==> config.mk <==
export PLATFORM = sky130hd
export DESIGN_NAME = diffpat_rebuild
export DESIGN_NICKNAME = d
export VERILOG_FILES = /design/src/rtl/diffpat_pkg.sv /design/src/rtl/diffpat_poscalc.sv /design/src/rtl/diffpat_flipper.sv /design/src/rtl/diffpat_rebuild.sv
export SDC_FILE = /design/constraint.sdc
export NUM_CORES = 1
export LEC_CHECK = 0
export BUFFER_PORTS_ARGS = -buffer_cell sky130_fd_sc_hd__buf_2
export CELL_PAD_IN_SITES_DETAIL_PLACEMENT = 1
export CELL_PAD_IN_SITES_GLOBAL_PLACEMENT = 2
export CORE_MARGIN = 2
export CORE_UTILIZATION = 32
export DETAILED_ROUTE_END_ITERATION = 10
export PLACE_DENSITY_LB_ADDON = 0.1
export SKIP_LAST_GASP = 1
export SLEW_MARGIN = 10
export SYNTH_ARGS = -nofsm -noshare
export SYNTH_HDL_FRONTEND = slang
export SYNTH_SLANG_ARGS = --single-unit
==> constraint.sdc <==
create_clock -name clk -period 4.7 [get_ports clk]
set_input_delay 0.705 -clock clk [delete_from_list [all_inputs] [get_ports clk]]
set_output_delay 0.705 -clock clk [all_outputs]
set_load 0.01 [all_outputs]
==> src/rtl/diffpat_pkg.sv <==
package diffpat_pkg;

    typedef enum logic [2:0] {
        ST_IDLE,
        ST_LOAD,
        ST_COUNT,
        ST_FLIPS,
        ST_GAP,
        ST_EMIT,
        ST_ABORT
    } rb_state_t;

endpackage

==> src/rtl/diffpat_poscalc.sv <==
module diffpat_poscalc #(
    parameter int W  = 32,
    parameter int FW = 16
) (
    input  logic [FW-1:0]          prev,
    input  logic [FW-1:0]          gap,
    output logic [$clog2(W)-1:0]   pos,
    output logic                   over
);
    localparam int PW = $clog2(W);

    logic [FW:0] sum;

    always_comb begin
        sum  = {1'b0, prev} + {1'b0, gap};
        over = (sum >= (FW+1)'(W));
        pos  = sum[PW-1:0];
    end
endmodule

==> src/rtl/diffpat_flipper.sv <==
module diffpat_flipper #(
    parameter int W = 32
) (
    input  logic                  clk,
    input  logic                  rst_n,
    input  logic                  load,
    input  logic [W-1:0]          load_vec,
    input  logic                  flip_en,
    input  logic [$clog2(W)-1:0]  flip_pos,
    output logic [W-1:0]          vec
);
    generate
        for (genvar b = 0; b < W; b++) begin : g_bit
            always_ff @(posedge clk) begin
                if (!rst_n)
                    vec[b] <= 1'b0;
                else if (load)
                    vec[b] <= load_vec[b];
                else if (flip_en && (flip_pos == b))
                    vec[b] <= ~vec[b];
            end
        end
    endgenerate
endmodule

==> src/rtl/diffpat_rebuild.sv <==
module diffpat_rebuild
    import diffpat_pkg::*;
#(
    parameter int W  = 32,
    parameter int FW = 16,
    parameter int IW = 16
) (
    input  logic          clk,
    input  logic          rst_n,
    input  logic          fld_valid,
    input  logic [FW-1:0] fld_data,
    output logic          fld_ready,
    input  logic [W-1:0]  base_vec,
    output logic [IW-1:0] idx_out,
    output logic          pat_valid,
    output logic [W-1:0]  pat_out,
    output logic          err
);
    localparam int PW = $clog2(W);

    rb_state_t     state, state_nx;
    logic          take;
    logic          load_en;
    logic          flip_en;
    logic [FW-1:0] rem_pats;
    logic [FW-1:0] left_flips;
    logic [FW-1:0] prev_pos;
    logic [PW-1:0] pos;
    logic          over;

    assign take = fld_valid && fld_ready;

    diffpat_poscalc #(.W(W), .FW(FW)) u_pos (
        .prev (prev_pos),
        .gap  (fld_data),
        .pos  (pos),
        .over (over)
    );

    diffpat_flipper #(.W(W)) u_vec (
        .clk      (clk),
        .rst_n    (rst_n),
        .load     (load_en),
        .load_vec (base_vec),
        .flip_en  (flip_en),
        .flip_pos (pos),
        .vec      (pat_out)
    );

    always_comb begin
        state_nx = state;
        unique case (state)
            ST_IDLE:  if (take) state_nx = ST_LOAD;
            ST_LOAD:  state_nx = ST_COUNT;
            ST_COUNT: if (take) state_nx = (fld_data == '0) ? ST_IDLE : ST_FLIPS;
            ST_FLIPS: if (take) state_nx = (fld_data == '0) ? ST_EMIT : ST_GAP;
            ST_GAP: begin
                if (take) begin
                    if (over)
                        state_nx = ST_ABORT;
                    else if (left_flips == FW'(1))
                        state_nx = ST_EMIT;
                end
            end
            ST_EMIT:  state_nx = (rem_pats == FW'(1)) ? ST_IDLE : ST_FLIPS;
            ST_ABORT: state_nx = ST_IDLE;
            default:  state_nx = ST_IDLE;
        endcase
    end

    always_ff @(posedge clk) begin
        if (!rst_n)
            state <= ST_IDLE;
        else
            state <= state_nx;
    end

    always_comb begin
        fld_ready = 1'b0;
        pat_valid = 1'b0;
        err       = 1'b0;
        load_en   = 1'b0;
        flip_en   = 1'b0;
        unique case (state)
            ST_IDLE, ST_COUNT, ST_FLIPS: fld_ready = 1'b1;
            ST_GAP: begin
                fld_ready = 1'b1;
                flip_en   = fld_valid && !over;
            end
            ST_LOAD:  load_en   = 1'b1;
            ST_EMIT:  pat_valid = 1'b1;
            ST_ABORT: err       = 1'b1;
            default:  ;
        endcase
    end

    always_ff @(posedge clk) begin
        if (!rst_n) begin
            idx_out    <= '0;
            rem_pats   <= '0;
            left_flips <= '0;
            prev_pos   <= '0;
        end else begin
            if (state == ST_IDLE && take)
                idx_out <= idx_out + IW'(fld_data);
            if (state == ST_COUNT && take)
                rem_pats <= fld_data;
            if (state == ST_EMIT)
                rem_pats <= rem_pats - FW'(1);
            if (state == ST_FLIPS && take) begin
                left_flips <= fld_data;
                prev_pos   <= '0;
            end
            if (flip_en) begin
                left_flips <= left_flips - FW'(1);
                prev_pos   <= FW'(pos);
            end
        end
    end
endmodule

==> flow_summary.toml, run 1 <==
[routing]
wl_um = 19400
via_per_inst = 5.65
antenna_left = 0
drcViolationCount = 0
first_pass_iters = 4
wl_per_cell_um = 19.3
drt_iter0_drc = 210
vias = 5670

[worst_setup_path]
crit_type = "in -> reg"
worst_setup_path_end_kind = "register"
reg2reg_from = "prev_pos[4]$_SDFFE_PN0P_"
r2r_slack_ns = 1.26
crit_start = "fld_data[4]"
rr_worst_depth = 10
cp-endpoint = "u_vec.vec[16]$_SDFFE_PN0P_"
crit_fanout = 30
required_ns = 4.97
cp.arrival_ns = 3.94
rr_endpoint = "u_vec.vec[16]$_SDFFE_PN0P_"
critPathLaunchType = "input pin"

[sta]
slew_headroom_pct = 27.0
tightest_slew_ns = 1.09
hold_violations = 0
setup_ws_ns = 1.02
fin_crit_ns = 3.68
drv_slew = 0
min_period_over_period_pct = 78.2
hold_slack_ns = 0.474
fmax_ghz = 0.272
rsz0062_at_grt = "false"
fin_setup_tns_ns = 0
fin_skew_ns = 0.00587
setup_viol = 0

[power_and_ir_drop]
power.density_nw_per_um2 = 369
p_int_w = 0.00161
clkPwrFrac_pct = 36.6
vdd_drop_max_mv = 0.215
sequentialPowerShare_pct = 37.9
p_leak_nw = 2.46
power_frac_comb_pct = 25.5
netSwitchingPower_w = 0.000783
switching_share_pct = 32.7

[clock_network]
root_buffer = "clkbuf_16"
clkSlewWorstSetupHoldPaths_ns = 0.07
post_cts_buffers = 0
clk_latency_ns = 0.35
cts_tree = "yes"
clockBufferDepth = 2
ctsResizeCount = 0
h-tree-depth = 3
ctsHoldBuffers = 0
cts_sinks = 88
cts_buffers = 9

[synth]
yosys-top-cells-area = "dfxtp_1 (32%), a21oi_1 (6.4%), o21ai_0 (5.8%)"
postSynthAreaPerCell_um2 = 7.74
synth_nets = 784
synthArstFlopShare_pct = 0
synth_top_cell_by_area = "dfxtp_1"
yosysUniqueCellTypes = 62
ys_warn_count = 0
synth_area_um2 = 5470
synthFlopType = "dfxtp_1"
seq_area_frac_synth_pct = 32.2
synth-edff-count = 0
synth-seq-cells = 88
synth_cells = 707
synth_top_area_share_pct = 32.2

[place]
gp_congestion = 0.807
post-place-ws_ns = 0.680
portBuffers = 101
place_inst = 988
hpwl_um = 13900

[flow_run]
drv_cap = 0

[floorplanning]
start_util_pct = 32.9
core.rowCount = 47
core_um2 = 16600
ioPinCount = 102
die_height_um = 135
die_area_um2 = 18200
dieWidth_um = 135

[finish]
layout-drive-gt1-share_pct = 17.5
nets = 856
mostFrequentLayoutCell = "buf_2"
nFillCells = 2081
final_cell_mix = "buf_2 (101), dfxtp_1 (88), a21oi_1 (70)"
syn2layout_area_growth_pct = 18.3
final_cells = 1004
antenna_cells = 0

[outcome]
status = "complete, no violations"

[grt]
grt_pass1_vias = 5767
gr-total-overflow = 0
grt_max_degree = 65
track_usage_pct = 21.9
antenna_found_initial = 0
grt_pass1_wl_um = 31400

[worst_hold_path]
min_path_type = "reg -> reg"
[worst min path at each step]
stage	from	to	cells past startpoint	slack (ns)
5_1_grt	rem_pats[11]$_SDFFE_PN0P_	rem_pats[11]$_SDFFE_PN0P_	1	0.49
6_report	idx_out[2]$_SDFFE_PN0P_	idx_out[2]$_SDFFE_PN0P_	2	0.47
3_5_place_dp	rem_pats[11]$_SDFFE_PN0P_	rem_pats[11]$_SDFFE_PN0P_	1	0.46
3_3_place_gp	idx_out[3]$_SDFFE_PN0P_	idx_out[3]$_SDFFE_PN0P_	2	0.46
4_1_cts	rem_pats[11]$_SDFFE_PN0P_	rem_pats[11]$_SDFFE_PN0P_	1	0.48
2_1_floorplan	rem_pats[11]$_SDFFE_PN0P_	rem_pats[11]$_SDFFE_PN0P_	1	0.44
[registers in the layout, indices dropped and copies added, names as in the netlist]
name	count
u_vec.vec	32
rem_pats	16
state	3
idx_out	16
left_flips	16
prev_pos	5
[power groups by stage]
stage	sequential [W]	combinational (W)	clock, W
2_1_floorplan	0.000932	0.000382	0
5_1_grt	0.000920	0.000685	0.000922
3_5_place_dp	0.000923	0.000613	0
3_3_place_gp	0.000918	0.000595	0
4_1_cts	0.000906	0.000616	0.000893
6_report	0.000906	0.000609	0.000875
[cell families (layout without fill, tap and decap cells)]
group / after synthesis / after routing / synth area share (%)
flops: 88 / 88 / 32.2
xor+xnor: 36 / 36 / 5.76
simple gates: 245 / 245 / 22.8
mux: 6 / 6 / 1.12
buf+inv: 66 / 143 / 4.75
compound gates: 240 / 240 / 27.2
fa+ha+maj: 26 / 26 / 6.22
[stage by stage]
stage	power [W]	utilization, %	instance area (um^2)
5_1_grt	0.00253	38.9	6470
6_report	0.00239	38.9	6470
2_1_floorplan	0.00131	-	5470
3_3_place_gp	0.00151	36.8	6120
4_1_cts	0.00242	38.9	6470
3_5_place_dp	0.00154	36.8	6120
[critical path, stage by stage]
cell	delay [ns]
buf_2	0.17
ha_1	0.39
and2_1	0.20
a31oi_1	0.31
a21oi_1	0.15
mux2i_1	0.27
nand2_1	0.08
buf_4	0.22
or4_4	0.71
or4_1	0.55
a31oi_1	0.18
[routing by layer]
layer | GRT usage (%) | part of all wire, % | vias to the layer above | wire length [um]
met5 | 0 | 0 | - | 0
met3 | 2.59 | 3.9 | 22 | 765
met4 | 7.02 | 1.8 | 0 | 358
met1 | 27.8 | 46 | 2755 | 8960
li1 | - | - | 2769 | -
met2 | 38.5 | 48 | 124 | 9330
[cell type report]
type / count / area, um^2 / area share (%)
Inverter: 19 / 71.3 / 1.10
Clock buffer: 10 / 239 / 3.69
Sequential cell: 88 / 1760 / 27.2
Multi-Input combinational cell: 553 / 3450 / 53.4
Clock inverter: 6 / 115 / 1.78
Timing Repair Buffer: 108 / 558 / 8.62
Tap cell: 220 / 275 / 4.25
[Yosys cell counts (9+ instances only)]
library cell	instances
a21o_1	10
xnor2_1	28
nor3_1	19
a31oi_1	23
nand2_1	65
nor2_1	46
or3_1	15
inv_1	18
nand3_1	21
dfxtp_1	88
clkbuf_1	42
nor4_1	27
o21ai_0	63
ha_1	24
or4_1	16
o31ai_1	16
a21oi_1	70
o21a_1	9
(Power assumes the default switching activity.)
==> run 2, diff against run 1 <==
Settings changed: ABC_AREA from default to 1, CORE_UTILIZATION 32 to 31.
Clock period 4.7 ns to 3.85 ns, I/O delays scaled along.
==> flow_summary.toml, run 2 <==
[synth]
seq_area_frac_synth_pct = 26.8
synth-seq-cells = 88
yosys-top-cells-area = "dfxtp_1 (27%), nand2_1 (14%), a21oi_1 (6.0%)"
synth_area_um2 = 6580
synth-adder-area-share_pct = 5.17
synth_cells = 1015
ys_top_cells_by_count = "nand2_1 (247), inv_1 (102), nor2_1 (100)"
synth_simple_gate_area_share_pct = 37.1
synthArstFlopShare_pct = 0
ys_warn_count = 0
muxShareOfSynthArea_pct = 0
yosysMostFrequentCell = "nand2_1"
synthFlopType = "dfxtp_1"
synth_top_family_by_area = "simple AND/OR/NAND/NOR gates"
yosysUniqueCellTypes = 55
synth_top_area_share_pct = 26.8
synth-edff-count = 0
synth_nets = 1092
synth-compound-area-share_pct = 16.5
postSynthAreaPerCell_um2 = 6.48
synthXorXnorAreaFrac_pct = 4.24
synth_top_cell_by_area = "dfxtp_1"

[place]
gp_congestion = 0.831
portBuffers = 101
place_inst = 1358
dpl_cell_area_um2 = 7280
hpwl_um = 16700

[routing]
vias = 6821
drcViolationCount = 0
wl_per_cell_um = 16.1
wl_um = 22100
first_pass_iters = 4
antenna_left = 0
via_per_inst = 4.96
drt_iter0_drc = 301

[clock_network]
root_buffer = "clkbuf_16"
clockBufferDepth = 2
h-tree-depth = 3
post_cts_buffers = 0
ctsHoldBuffers = 0
cts_sinks = 88
cts_tree = "yes"
clkSlewWorstSetupHoldPaths_ns = 0.07
ctsResizeCount = 0
cts_buffers = 9
clk_latency_ns = 0.36

[flow_run]
drv_cap = 0

[worst_setup_path]
crit_start = "fld_data[0]"
cpPeakStageDelay_ns = 0.41
crit_fanout = 17
required_ns = 4.13
critPathLaunchType = "input pin"
crit_type = "in -> reg"
reg2reg_from = "prev_pos[0]$_SDFFE_PN0P_"
cp.arrival_ns = 3.23
path_cells = "buf_2 > ha_1 > inv_1 > fa_1 > inv_1 > nand3_1 > nand3_1 > nand3_1 > nand3_1 > nand2_1 > nor2_2 > inv_2 > nor2_8 > buf_4 > nand4_2 > nand2_1 > nand2_1 > a21oi_2"
worst_setup_path_end_kind = "register"
crit_slowest_cell = "fa_1"
path_buf_inv = 5
cp_top_family = "simple AND/OR/NAND/NOR gates"
timing.critical_path.mode_cell = "nand3_1"

[finish]
antenna_cells = 0
multi_input_area_um2 = 4150
seqCellArea_um2 = 1760
layout-drive-gt1-share_pct = 17.0
regMostFlops = "u_vec.vec"
mostFrequentLayoutCell = "nand2_1"
stdcell_area_um2 = 7570
largest_reg_flops = 32
nets = 1171
final_cell_mix = "nand2_1 (247), inv_1 (102), buf_2 (101)"
final_cells = 1374
syn2layout_area_growth_pct = 15.1
nFillCells = 2797

[outcome]
status = "complete, no violations"

[sta]
min_period_over_period_pct = 76.5
setup_viol = 0
fin_setup_tns_ns = 0
slew_headroom_pct = 33.8
fmax_ghz = 0.340
rsz0062_at_grt = "false"
hold_violations = 0
fin_crit_ns = 2.94
fin_skew_ns = 0.0105
drv_slew = 0
hold_slack_ns = 0.472
tightest_slew_ns = 0.993

[grt]
grt_pass1_vias = 6899
use_met3_pct = 2.04
grt_util_met1_pct = 29.2
grt_pass1_wl_um = 36200
top_usage_layer = "met2"
grt_max_degree = 65
use_met2_pct = 33.1
track_usage_pct = 20.5
antenna_found_initial = 1
gr-total-overflow = 0

[floorplanning]
core_um2 = 21000
ioPinCount = 102
die_height_um = 150
dieWidth_um = 150
die_area_um2 = 22400
start_util_pct = 31.4
core.rowCount = 53

[power_and_ir_drop]
power.density_nw_per_um2 = 607
vdd_drop_max_mv = 0.215
p_leak_nw = 3.72
total_power_w = 0.00460

[worst_hold_path]
holdCritStartpoint = "idx_out[15]$_SDFFE_PN0P_"
min_path_type = "reg -> reg"
-- run 2: stage by stage --
stage | worst slack (ns) | utilization [%]
global placement | 0.583 | 34.7
CTS | 0.908 | 36.1
floorplan | 1.20 | -
global route | 0.548 | 36.1
detailed placement | 0.540 | 34.7
finish | 0.906 | 36.1
-- run 2: cells by family after synthesis --
family,after synthesis
adder cells (fa/ha/maj),26
buffers and inverters,158
XOR/XNOR,31
flip-flops,88
AND/OR/NAND/NOR,516
AO/OA/AOI/OAI,196
-- run 2: routing by layer --
layer  wire length (um)  part of all wire, %
met5                  0                    0
met4                233                  1.1
met3                664                  3.0
met2               9780                   44
met1              11400                   52
-- run 2: worst paths after layout --
kind | to | slack [ns] | depth (start not counted)
worst max-delay path | u_vec.vec[26]$_SDFFE_PN0P_ | 0.91 | 18
worst min-delay path | idx_out[15]$_SDFFE_PN0P_ | 0.47 | 2
worst max register to register | u_vec.vec[26]$_SDFFE_PN0P_ | 1.01 | 17
worst min register to register | idx_out[15]$_SDFFE_PN0P_ | 0.47 | 2
-- run 2: worst register-to-register path, cell delays in order (launching register included) --
cell and delay (ns):
dfxtp_1 0.33, ha_1 0.16, inv_1 0.05, fa_1 0.41, inv_1 0.11, nand3_1 0.07, nand3_1 0.13, nand3_1 0.11
nand3_1 0.08, nand2_1 0.06, nor2_2 0.18, inv_2 0.09, nor2_8 0.29, buf_4 0.30, nand4_2 0.11, nand2_1 0.09
nand2_1 0.08, a21oi_2 0.11
-- run 2: final cells by class --
type / instances / share of cell area (%)
multi-input cells: 769 / 54.8
flip-flops and latches: 88 / 23.3
repair buffers: 114 / 7.96
inverters: 112 / 5.57
well taps: 275 / 4.54
clock buffers: 9 / 2.97
clock inverters: 7 / 0.942
-- run 2: power breakdown --
group	internal [W]	total (W)	switching (W)
Combinational	0.000826	0.00227	0.00145
Sequential	0.00118	0.00140	0.000215
Clock	0.000505	0.000926	0.000420
Total	0.00252	0.00460	0.00208
